### src/rtl/stk_pkg.sv
package stk_pkg;

  localparam int WORD_W = 16;
  localparam int ADDR_W = 12;
  localparam int NIB_W  = 4;
  localparam int IMM_W  = 8;

  typedef enum logic [2:0] {
    ST_HALT, ST_FETCH, ST_DEC, ST_ADDR, ST_EXEC, ST_WB2
  } stateT;

  typedef enum logic [2:0] {
    AS_PC, AS_X, AS_SPX, AS_SP, AS_SPM1, AS_AC
  } addrSelT;

  typedef enum logic [1:0] { WD_AC, WD_PC, WD_TMP } wdSelT;

  typedef enum logic [2:0] {
    AO_HOLD, AO_LOAD_RD, AO_ADD_RD, AO_SUB_RD, AO_LOAD_X, AO_FROM_SP, AO_DBG
  } acOpT;

  typedef enum logic [2:0] {
    SO_HOLD, SO_INC, SO_DEC, SO_ADD_IMM, SO_SUB_IMM, SO_FROM_AC, SO_DBG
  } spOpT;

  typedef enum logic [2:0] {
    PO_HOLD, PO_INC, PO_LOAD_X, PO_LOAD_RD, PO_DBG
  } pcOpT;

  typedef enum logic [4:0] {
    K_LDDIR, K_STDIR, K_ADDDIR, K_SUBDIR, K_BRPOS, K_BRZERO, K_BRALW, K_LDCONST,
    K_LDLOC, K_STLOC, K_ADDLOC, K_SUBLOC, K_BRNEG, K_BRNZ, K_CALL,
    K_PUSHIND, K_POPIND, K_PUSH, K_POP, K_RET, K_XCHG, K_SPUP, K_SPDN, K_STOP
  } kindT;

  typedef struct packed {
    pcOpT    pcOp;
    spOpT    spOp;
    acOpT    acOp;
    logic    irLoad;
    logic    tmpLoad;
    addrSelT addrSel;
    wdSelT   wdSel;
    logic    we;
  } strobeT;

  function automatic kindT decodeWord(input logic [WORD_W-1:0] w);
    logic lowZero;
    kindT k;
    lowZero = (w[IMM_W-1:0] == '0);
    k = K_STOP;
    case (w[WORD_W-1 -: NIB_W])
      4'h0: k = K_LDDIR;
      4'h1: k = K_STDIR;
      4'h2: k = K_ADDDIR;
      4'h3: k = K_SUBDIR;
      4'h4: k = K_BRPOS;
      4'h5: k = K_BRZERO;
      4'h6: k = K_BRALW;
      4'h7: k = K_LDCONST;
      4'h8: k = K_LDLOC;
      4'h9: k = K_STLOC;
      4'hA: k = K_ADDLOC;
      4'hB: k = K_SUBLOC;
      4'hC: k = K_BRNEG;
      4'hD: k = K_BRNZ;
      4'hE: k = K_CALL;
      default: begin
        case (w[WORD_W-NIB_W-1 -: NIB_W])
          4'h0: k = lowZero ? K_PUSHIND : K_STOP;
          4'h2: k = lowZero ? K_POPIND  : K_STOP;
          4'h4: k = lowZero ? K_PUSH    : K_STOP;
          4'h6: k = lowZero ? K_POP     : K_STOP;
          4'h8: k = lowZero ? K_RET     : K_STOP;
          4'hA: k = lowZero ? K_XCHG    : K_STOP;
          4'hC: k = K_SPUP;
          4'hE: k = K_SPDN;
          default: k = K_STOP;
        endcase
      end
    endcase
    return k;
  endfunction

endpackage

### src/rtl/stk_ctrl.sv
module stk_ctrl
  import stk_pkg::*;
(
  input  logic              clk,
  input  logic              rstN,
  input  logic              start,
  input  logic              dbgLoadPc,
  input  logic              dbgLoadSp,
  input  logic              dbgLoadAc,
  input  logic [WORD_W-1:0] ir,
  input  logic              acZero,
  input  logic              acNeg,
  output strobeT            stb,
  output logic              halted
);

  stateT state, nextState;
  kindT  kind;

  assign kind   = decodeWord(ir);
  assign halted = (state == ST_HALT);

  always_ff @(posedge clk or negedge rstN) begin
    if (!rstN) state <= ST_HALT;
    else       state <= nextState;
  end

  always_comb begin
    stb.pcOp    = PO_HOLD;
    stb.spOp    = SO_HOLD;
    stb.acOp    = AO_HOLD;
    stb.irLoad  = 1'b0;
    stb.tmpLoad = 1'b0;
    stb.addrSel = AS_PC;
    stb.wdSel   = WD_AC;
    stb.we      = 1'b0;
    nextState   = state;
    case (state)
      ST_HALT: begin
        if (dbgLoadPc) stb.pcOp = PO_DBG;
        if (dbgLoadSp) stb.spOp = SO_DBG;
        if (dbgLoadAc) stb.acOp = AO_DBG;
        if (start) nextState = ST_FETCH;
      end
      ST_FETCH: begin
        stb.addrSel = AS_PC;
        stb.pcOp    = PO_INC;
        nextState   = ST_DEC;
      end
      ST_DEC: begin
        stb.irLoad = 1'b1;
        nextState  = ST_ADDR;
      end
      ST_ADDR: begin
        nextState = ST_FETCH;
        case (kind)
          K_LDDIR, K_ADDDIR, K_SUBDIR: begin
            stb.addrSel = AS_X;
            nextState   = ST_EXEC;
          end
          K_STDIR: begin
            stb.addrSel = AS_X;
            stb.wdSel   = WD_AC;
            stb.we      = 1'b1;
          end
          K_LDLOC, K_ADDLOC, K_SUBLOC: begin
            stb.addrSel = AS_SPX;
            nextState   = ST_EXEC;
          end
          K_STLOC: begin
            stb.addrSel = AS_SPX;
            stb.wdSel   = WD_AC;
            stb.we      = 1'b1;
          end
          K_BRPOS:  if (!acNeg)  stb.pcOp = PO_LOAD_X;
          K_BRZERO: if (acZero)  stb.pcOp = PO_LOAD_X;
          K_BRALW:  stb.pcOp = PO_LOAD_X;
          K_BRNEG:  if (acNeg)   stb.pcOp = PO_LOAD_X;
          K_BRNZ:   if (!acZero) stb.pcOp = PO_LOAD_X;
          K_LDCONST: stb.acOp = AO_LOAD_X;
          K_CALL: begin
            stb.addrSel = AS_SPM1;
            stb.wdSel   = WD_PC;
            stb.we      = 1'b1;
            stb.spOp    = SO_DEC;
            stb.pcOp    = PO_LOAD_X;
          end
          K_PUSH: begin
            stb.addrSel = AS_SPM1;
            stb.wdSel   = WD_AC;
            stb.we      = 1'b1;
            stb.spOp    = SO_DEC;
          end
          K_PUSHIND: begin
            stb.addrSel = AS_AC;
            nextState   = ST_EXEC;
          end
          K_POPIND, K_POP, K_RET: begin
            stb.addrSel = AS_SP;
            nextState   = ST_EXEC;
          end
          K_XCHG: begin
            stb.acOp = AO_FROM_SP;
            stb.spOp = SO_FROM_AC;
          end
          K_SPUP: stb.spOp = SO_ADD_IMM;
          K_SPDN: stb.spOp = SO_SUB_IMM;
          default: nextState = ST_HALT;
        endcase
      end
      ST_EXEC: begin
        nextState = ST_FETCH;
        case (kind)
          K_LDDIR, K_LDLOC:   stb.acOp = AO_LOAD_RD;
          K_ADDDIR, K_ADDLOC: stb.acOp = AO_ADD_RD;
          K_SUBDIR, K_SUBLOC: stb.acOp = AO_SUB_RD;
          K_POP: begin
            stb.acOp = AO_LOAD_RD;
            stb.spOp = SO_INC;
          end
          K_RET: begin
            stb.pcOp = PO_LOAD_RD;
            stb.spOp = SO_INC;
          end
          K_POPIND: begin
            stb.tmpLoad = 1'b1;
            stb.spOp    = SO_INC;
            nextState   = ST_WB2;
          end
          K_PUSHIND: begin
            stb.tmpLoad = 1'b1;
            nextState   = ST_WB2;
          end
          default: ;
        endcase
      end
      ST_WB2: begin
        nextState = ST_FETCH;
        stb.wdSel = WD_TMP;
        stb.we    = 1'b1;
        if (kind == K_PUSHIND) begin
          stb.addrSel = AS_SPM1;
          stb.spOp    = SO_DEC;
        end else begin
          stb.addrSel = AS_AC;
        end
      end
      default: nextState = ST_HALT;
    endcase
  end

endmodule

### src/rtl/stk_dpath.sv
module stk_dpath
  import stk_pkg::*;
(
  input  logic              clk,
  input  logic              rstN,
  input  strobeT            stb,
  input  logic [WORD_W-1:0] dbgData,
  input  logic [WORD_W-1:0] memRdata,
  output logic [ADDR_W-1:0] memAddr,
  output logic [WORD_W-1:0] memWdata,
  output logic              memWe,
  output logic [WORD_W-1:0] ir,
  output logic              acZero,
  output logic              acNeg,
  output logic [ADDR_W-1:0] pcOut,
  output logic [WORD_W-1:0] spOut,
  output logic [WORD_W-1:0] acOut
);

  logic [ADDR_W-1:0] pc;
  logic [WORD_W-1:0] sp, ac, tmp;
  logic [ADDR_W-1:0] opnd;
  logic [WORD_W-1:0] imm;

  assign opnd = ir[ADDR_W-1:0];
  assign imm  = {{(WORD_W-IMM_W){1'b0}}, ir[IMM_W-1:0]};

  always_ff @(posedge clk or negedge rstN) begin
    if (!rstN) begin
      pc  <= '0;
      sp  <= '0;
      ac  <= '0;
      ir  <= '0;
      tmp <= '0;
    end else begin
      if (stb.irLoad)  ir  <= memRdata;
      if (stb.tmpLoad) tmp <= memRdata;

      case (stb.pcOp)
        PO_INC:     pc <= pc + 1'b1;
        PO_LOAD_X:  pc <= opnd;
        PO_LOAD_RD: pc <= memRdata[ADDR_W-1:0];
        PO_DBG:     pc <= dbgData[ADDR_W-1:0];
        default:    ;
      endcase

      case (stb.spOp)
        SO_INC:     sp <= sp + 1'b1;
        SO_DEC:     sp <= sp - 1'b1;
        SO_ADD_IMM: sp <= sp + imm;
        SO_SUB_IMM: sp <= sp - imm;
        SO_FROM_AC: sp <= ac;
        SO_DBG:     sp <= dbgData;
        default:    ;
      endcase

      case (stb.acOp)
        AO_LOAD_RD: ac <= memRdata;
        AO_ADD_RD:  ac <= ac + memRdata;
        AO_SUB_RD:  ac <= ac - memRdata;
        AO_LOAD_X:  ac <= {{(WORD_W-ADDR_W){1'b0}}, opnd};
        AO_FROM_SP: ac <= sp;
        AO_DBG:     ac <= dbgData;
        default:    ;
      endcase
    end
  end

  always_comb begin
    case (stb.addrSel)
      AS_X:    memAddr = opnd;
      AS_SPX:  memAddr = sp[ADDR_W-1:0] + opnd;
      AS_SP:   memAddr = sp[ADDR_W-1:0];
      AS_SPM1: memAddr = sp[ADDR_W-1:0] - 1'b1;
      AS_AC:   memAddr = ac[ADDR_W-1:0];
      default: memAddr = pc;
    endcase
    case (stb.wdSel)
      WD_PC:   memWdata = {{(WORD_W-ADDR_W){1'b0}}, pc};
      WD_TMP:  memWdata = tmp;
      default: memWdata = ac;
    endcase
  end

  assign memWe  = stb.we;
  assign acZero = (ac == '0);
  assign acNeg  = ac[WORD_W-1];
  assign pcOut  = pc;
  assign spOut  = sp;
  assign acOut  = ac;

endmodule

### src/rtl/stk_core.sv
module stk_core
  import stk_pkg::*;
(
  input  logic              clk,
  input  logic              rstN,
  input  logic              start,
  output logic              halted,
  input  logic              dbgLoadPc,
  input  logic              dbgLoadSp,
  input  logic              dbgLoadAc,
  input  logic [WORD_W-1:0] dbgData,
  output logic [ADDR_W-1:0] pcOut,
  output logic [WORD_W-1:0] spOut,
  output logic [WORD_W-1:0] acOut,
  output logic [ADDR_W-1:0] memAddr,
  output logic [WORD_W-1:0] memWdata,
  output logic              memWe,
  input  logic [WORD_W-1:0] memRdata
);

  strobeT            stb;
  logic [WORD_W-1:0] ir;
  logic              acZero, acNeg;

  stk_ctrl u_ctrl (
    .clk(clk), .rstN(rstN), .start(start),
    .dbgLoadPc(dbgLoadPc), .dbgLoadSp(dbgLoadSp), .dbgLoadAc(dbgLoadAc),
    .ir(ir), .acZero(acZero), .acNeg(acNeg),
    .stb(stb), .halted(halted)
  );

  stk_dpath u_dpath (
    .clk(clk), .rstN(rstN), .stb(stb), .dbgData(dbgData),
    .memRdata(memRdata), .memAddr(memAddr), .memWdata(memWdata), .memWe(memWe),
    .ir(ir), .acZero(acZero), .acNeg(acNeg),
    .pcOut(pcOut), .spOut(spOut), .acOut(acOut)
  );

endmodule

### config.mk
export PLATFORM = sky130hd
export DESIGN_NAME = stk_core
export DESIGN_NICKNAME = d
export VERILOG_FILES = /design/src/rtl/stk_pkg.sv /design/src/rtl/stk_ctrl.sv /design/src/rtl/stk_dpath.sv /design/src/rtl/stk_core.sv
export SDC_FILE = /design/constraint.sdc
export NUM_CORES = 1
export LEC_CHECK = 0
export BUFFER_PORTS_ARGS = -buffer_cell sky130_fd_sc_hd__buf_2
export CAP_MARGIN = 20
export CORE_MARGIN = 2
export CORE_UTILIZATION = 35
export DETAILED_ROUTE_END_ITERATION = 16
export GPL_ROUTABILITY_DRIVEN = 0
export GPL_TIMING_DRIVEN = 0
export PLACE_DENSITY = 0.49
export SLEW_MARGIN = 20
export SYNTH_ARGS = -nofsm -noshare
export SYNTH_HDL_FRONTEND = slang
export SYNTH_SLANG_ARGS = --single-unit
### constraint.sdc
create_clock -name clk -period 13.6 [get_ports clk]
set_input_delay 0.68 -clock clk [delete_from_list [all_inputs] [get_ports clk]]
set_output_delay 0.68 -clock clk [all_outputs]
set_load 0.03 [all_outputs]
==> Word level (Yosys, flattened, before mapping) <==
Cells that the tools add are included.
{ "totals": {"reg_bits": 79, "inputBits": 38, "output_inout_bits": 74, "elab_cells": 150} }
{ "op_classes": {"add_sub_neg": 9, "n_eq_ne": 72, "mux": 42, "reduce_logical": 21} }
{ "ops": {"columns": ["operator", "n"], "rows": [
  ["$pmux 16 s6", 2],
  ["$pmux 5 s15", 1],
  ["$pmux 12 s5", 1],
  ["$pmux 12 s4", 1],
  ["$eq 4x4->1 const B", 11],
  ["$eq 5x4->1 const B", 8],
  ["$pmux 5 s8", 1],
  ["$pmux 3 s4", 3],
  ["$eq 5x5->1 const B", 7],
  ["$eq 3x3->1 const B", 11],
  ["$pmux 16 s2", 1],
  ["$eq 3x2->1 const B", 10],
  ["$pmux 3 s5", 2],
  ["$mux 3", 9],
  ["$eq 4x3->1 const B", 6],
  ["$pmux 3 s2", 4],
  ["$eq 5x3->1 const B", 4],
  ["$pmux 3 s6", 1],
  ["$add 16x1->16 const B", 1],
  ["$add 16x16->16", 1],
  ["$add 16x8->16", 1],
  ["$logic_not 16->1", 1],
  ["$sub 16x1->16 const B", 1],
  ["$sub 16x16->16", 1],
  ["29 further kinds", 55]
]} }

==> Logic depth before layout (Yosys ltp) <==
{ "depth": {"ltp_word": 10, "depth_mapped": 24, "depth_no_buf": 21} }

==> Cells and area by module <==
From an unflattened synthesis, not the netlist that was laid out.
{ "unflattened": {"hier_cells": 1129, "area_unflattened_um2": 8700.8} }
{ "modules_own_cells": {"columns": ["mod", "instances", "cells_per_inst", "area_each_um2", "seq_area_each_um2"], "rows": [
  ["stk_dpath", 1, 1019, 7951.4, 1901.8],
  ["stk_ctrl", 1, 110, 749.5, 75.1]
]} }

==> Worst setup path after synthesis <==
No wires, ideal clock.
{ "synth_path": {"path_type": "flip-flop to output port", "start": "register u_dpath.ir[0]", "end": "output memAddr[11]", "arrival_time_ps": 5422, "required_time_ps": 12920, "slack_ps": 7498, "path_stages_with_launch": 20, "path_buffers": 1, "cell_sequence": "dfrtp_1 -> inv_1 -> ha_1 -> or3b_1 -> or4_4 -> o311ai_4 -> nor2_1 -> a32o_1 -> o22ai_1 -> clkbuf_1 -> nand2_1 -> ha_1 -> a21o_1 -> a21o_1 -> a21oi_1 -> o21ai_0 -> a21o_1 -> a21oi_1 -> xnor3_1 -> a311oi_1"} }
{ "synth_via": {"elab_chain_len": 10, "elab_cells_between_ends": 37, "cone_classes": "add/sub (1); eq/ne (18); mux (12); reduce/logical (6)"} }
{ "synth_rtl": {"columns": ["element", "line", "text"], "rows": [
  ["start: declaration", "stk_dpath.sv:12", "output logic [WORD_W-1:0] ir,"],
  ["start signal: assignment", "stk_dpath.sv:36", "if (stb.irLoad) ir <= memRdata;"],
  ["$logic_not 8->1", "stk_pkg.sv:50", "lowZero = (w[IMM_W-1:0] == '0);"],
  ["$mux 2, or another cell as far along", "stk_pkg.sv:75", "4'hA: k = lowZero ? K_XCHG : K_STOP;"],
  ["$pmux 5 s8", "stk_pkg.sv:69", "case (w[WORD_W-NIB_W-1 -: NIB_W])"],
  ["$pmux 5 s15", "stk_pkg.sv:52", "case (w[WORD_W-1 -: NIB_W])"],
  ["$eq 5x4->1, or another cell as far along", "stk_ctrl.sv:56", "case (kind)"],
  ["$reduce_or 4->1 (no source line), or another cell as far along", null, null],
  ["$pmux 3 s5", "stk_ctrl.sv:56", null],
  ["$pmux 3 s2", "stk_ctrl.sv:38", "case (state)"],
  ["$eq 3x3->1, or another cell as far along", "stk_dpath.sv:70", "case (stb.addrSel)"],
  ["$pmux 12 s5 (*)", "stk_dpath.sv:70", null],
  ["end: declaration", "stk_core.sv:15", "output logic [ADDR_W-1:0] memAddr,"]
]} }
Mark *: on every way between the ends. The rest lies on a longest branch, timed or not.

==> Worst setup path after layout <==
Same ends and word-level chain as after synthesis.

==> results.py <==
metrics = {
    "grt": {
        "overflow": 0,
        "grt_max_degree": 50,
        "antenna_found_initial": 1,
        "gr-usage-all-layers_pct": 30.1,
        "grt_pass1_wl_mm": 53.5,
        "grt_pass1_vias": 8134,
    },
    "placement": {
        "dp_hpwl_mm": 27.8,
        "numPortBuffers": 108,
    },
    "sta": {
        "period_minus_slack_ns": 7.42,
        "fin_crit_sh_pct": 54.5,
        "fin_skew_ns": 0.00556,
        "finalMaxSlewViolations": 0,
        "rsz0062_at_grt": "no",
        "final-setup-viol-count": 0,
        "relSlewSlack_pct": 29.2,
        "final.setup.tns_ns": 0,
        "worst_pin_slew_ns": 1.05,
        "hold_viol": 0,
        "fmax_mhz": 135,
    },
    "logic_synthesis": {
        "synth.top_cell.area_share_pct": 24.4,
        "synth_nets": 1095,
        "yosysTopAreaCell": "dfrtp_1",
        "ys.flop_type": "dfrtp_1",
        "syn_inst": 1004,
        "avgSynthCellArea_um2": 8.06,
        "async_flop_share_pct": 100,
        "ys_seq_area_share_pct": 24.4,
        "ys_ff_latch": 79,
        "synth_cell_types": 82,
        "syn-cell-area_mm2": 0.00810,
        "yosys_warnings": 0,
        "synth_area_leaders": "dfrtp_1 (24%), ha_1 (7.7%), mux2_2 (5.1%), nand2_1 (4.9%), nor2_1 (4.0%)",
        "synth_edf_count": 0,
    },
    "setup_path": {
        "cpMostUsedCell": "a21o_1",
        "crit_fanout": 10,
        "start_kind": "flip-flop",
        "path_class": "reg -> out",
        "cp_top_family": "compound AO/OA/AOI/OAI gates",
        "crit_required_ns": 12.92,
        "r2r_setup_slack_ns": 6.79,
        "slowest_stage": "or3b_1",
        "crit_buf_inv": 4,
        "critical_path_arrival_ns": 6.74,
        "slowest_delay_ns": 0.51,
        "crit_path_end_kind": "primary output",
        "worstPathCellList": "inv_1 > ha_1 > or3b_1 > or3_1 > nor4_4 > nor3b_1 > and3_1 > clkbuf_1 > o22ai_1 > clkbuf_1 > nand2_1 > ha_1 > a21o_1 > a21o_1 > a21oi_1 > o21ai_0 > a21o_1 > a21oi_1 > xnor3_1 > a311oi_1 > buf_2",
    },
    "cells_and_area": {
        "utilization_pct": 41.3,
        "fin_nets": 1215,
        "synthToLayoutAreaGrowth_pct": 15.4,
        "n_antenna_cell": 0,
        "drive_gt1_share_pct": 17.6,
    },
    "clock_network": {
        "cts_resized": 0,
        "postCtsSetupBuffers": 0,
        "clkLatencyLatePin_ns": 0.35,
        "cts_buffers": 9,
        "clk_pin_slew_ns": 0.07,
        "numClockSinks": 79,
        "cts_tree": "built",
        "clockBufferDepth": 2,
        "root_buffer": "clkbuf_16",
        "cts_max_level": 3,
        "cts_hold_buf": 0,
    },
    "floorplanning": {
        "die_w_um": 156,
        "num_rows": 55,
        "fp.dieArea_mm2": 0.0244,
        "core-area_mm2": 0.0226,
        "die_h_um": 156,
        "ioPinCount": 112,
        "initial_core_util_pct": 35.8,
    },
    "route": {
        "drt_iter0_markers": 802,
        "routedWlPerCell_um": 26.1,
        "drc_errors": 0,
        "wl_mm": 36.8,
        "postRouteAntennaNets": 0,
        "dr.pass1.iters": 6,
        "viasPerCell": 6.13,
        "num_vias": 8663,
    },
    "power": {
        "power.density_mw_per_mm2": 294,
        "report.power.total_mw": 2.75,
        "p_leak_nw": 4.00,
        "ir_drop_mv": 0.107,
    },
    "worst_hold_path": {
        "hp-class": "in -> async",
    },
    "outcome": {
        "outcome": "finished, final reports clean",
    },
    "flow_run": {
        "drv_cap": 0,
    },
}
[worst reg2reg max path, stage by stage, from the launching register on]
cell      delay [ns]
dfrtp_1         0.48
inv_1           0.23
ha_1            0.33
nor3b_2         0.36
nand2_1         0.33
a22o_1          0.29
buf_2           0.20
nor3_2          0.48
a21oi_1         0.35
o21ai_1         0.55
clkbuf_1        0.42
a21oi_1         0.20
fa_1            0.44
a21o_1          0.19
a21o_1          0.19
a21oi_1         0.20
o21ai_0         0.18
a221o_1         0.35
o41a_1          0.35
a21o_1          0.21
mux2_2          0.26
a31oi_1         0.14
[where the power goes]
part	switching, mW	internal, mW	total, mW	leakage [nW]
Clock	0.107	0.160	0.267	0.151
Sequential	0.260	0.328	0.588	0.912
Combinational	1.20	0.696	1.89	2.94
Total	1.56	1.18	2.75	4.00
[flip-flops by register name, summed over array words and instances (netlist names)]
signal / flops
u_ctrl.state: 3
u_dpath.tmp: 16
u_dpath.ir: 16
u_dpath.spOut: 16
u_dpath.acOut: 16
u_dpath.pcOut: 12
[metal layers]
layer | vias to the layer above | share of wire, % | global-route usage (%)
li1 | 4006 | - | -
met1 | 4183 | 44 | 41.0
met2 | 385 | 43 | 46.1
met3 | 87 | 9.1 | 7.33
met4 | 2 | 3.2 | 10.4
met5 | - | 0.26 | 2.90
[logic make-up (layout without fill, tap and decap cells)]
| logic type | Yosys count | in the layout | synth area share, % |
|---|---|---|---|
| xor gates and xnor gates | 63 | 63 | 6.98 |
| muxes | 50 | 50 | 7.00 |
| buffers and inverters | 86 | 210 | 4.37 |
| DFF | 79 | 79 | 24.4 |
| and+or+nand+nor | 349 | 349 | 21.2 |
| adders and majority gates | 55 | 55 | 8.72 |
| AOI/OAI and AO/OA | 322 | 322 | 27.3 |
[Yosys cell counts, drive strengths merged (31+ instances only)]
cell	count
a31oi	38
a21oi	62
dfrtp	79
clkbuf	43
ha	50
o21ai	56
a22oi	35
mux2	41
nor2	89
xnor2	33
nor3	31
nand2	105
[metrics by stage]
step	cell area [um^2]	std cells	hold slack (ns)	setup WS, ns
after CTS	9340	1413	0.278	6.23
after detailed placement	9020	1398	0.472	6.62
after global placement	8990	1397	0.465	6.57
after floorplan	8100	1004	0.384	7.50
after global routing	9350	1413	0.297	5.82
final	9350	1413	0.273	6.18
[layout by cell type (no fill, tap or decap), types with 33 or more instances in the layout]
master	Yosys	final
clkbuf_1	43	43
buf_2	10	117
dfrtp_1	79	79
mux2_2	37	37
xnor2_1	33	33
a21oi_1	62	62
o21ai_0	53	53
a22oi_1	35	35
nor2_1	87	87
a31oi_1	38	38
ha_1	50	50
nand2_1	105	105
[path summary, 6_finish.rpt]
path | startpoint | to | cells after the start
hold / removal | rstN | u_dpath.tmp[7] | 1
min in group clk | u_dpath.tmp[14] | u_dpath.tmp[14] | 2
setup reg to reg | u_dpath.ir[0] | u_dpath.acOut[14] | 21
max in group asynchronous | rstN | u_dpath.ir[0] | 2
setup / recovery | u_dpath.ir[0] | memAddr[11] | 21
hold reg to reg | u_dpath.tmp[14] | u_dpath.tmp[14] | 2
[final cells by class]
class	instances	area, um^2
fill	2386	13300
multi-input combinational	839	5780
sequential	79	1980
timing repair buffer	109	571
tap	285	357
buffer	64	272
clock buffer	9	225
clock inverter	6	86.3
inverter	22	82.6
Note: power is estimated with default switching activity, not from simulation.
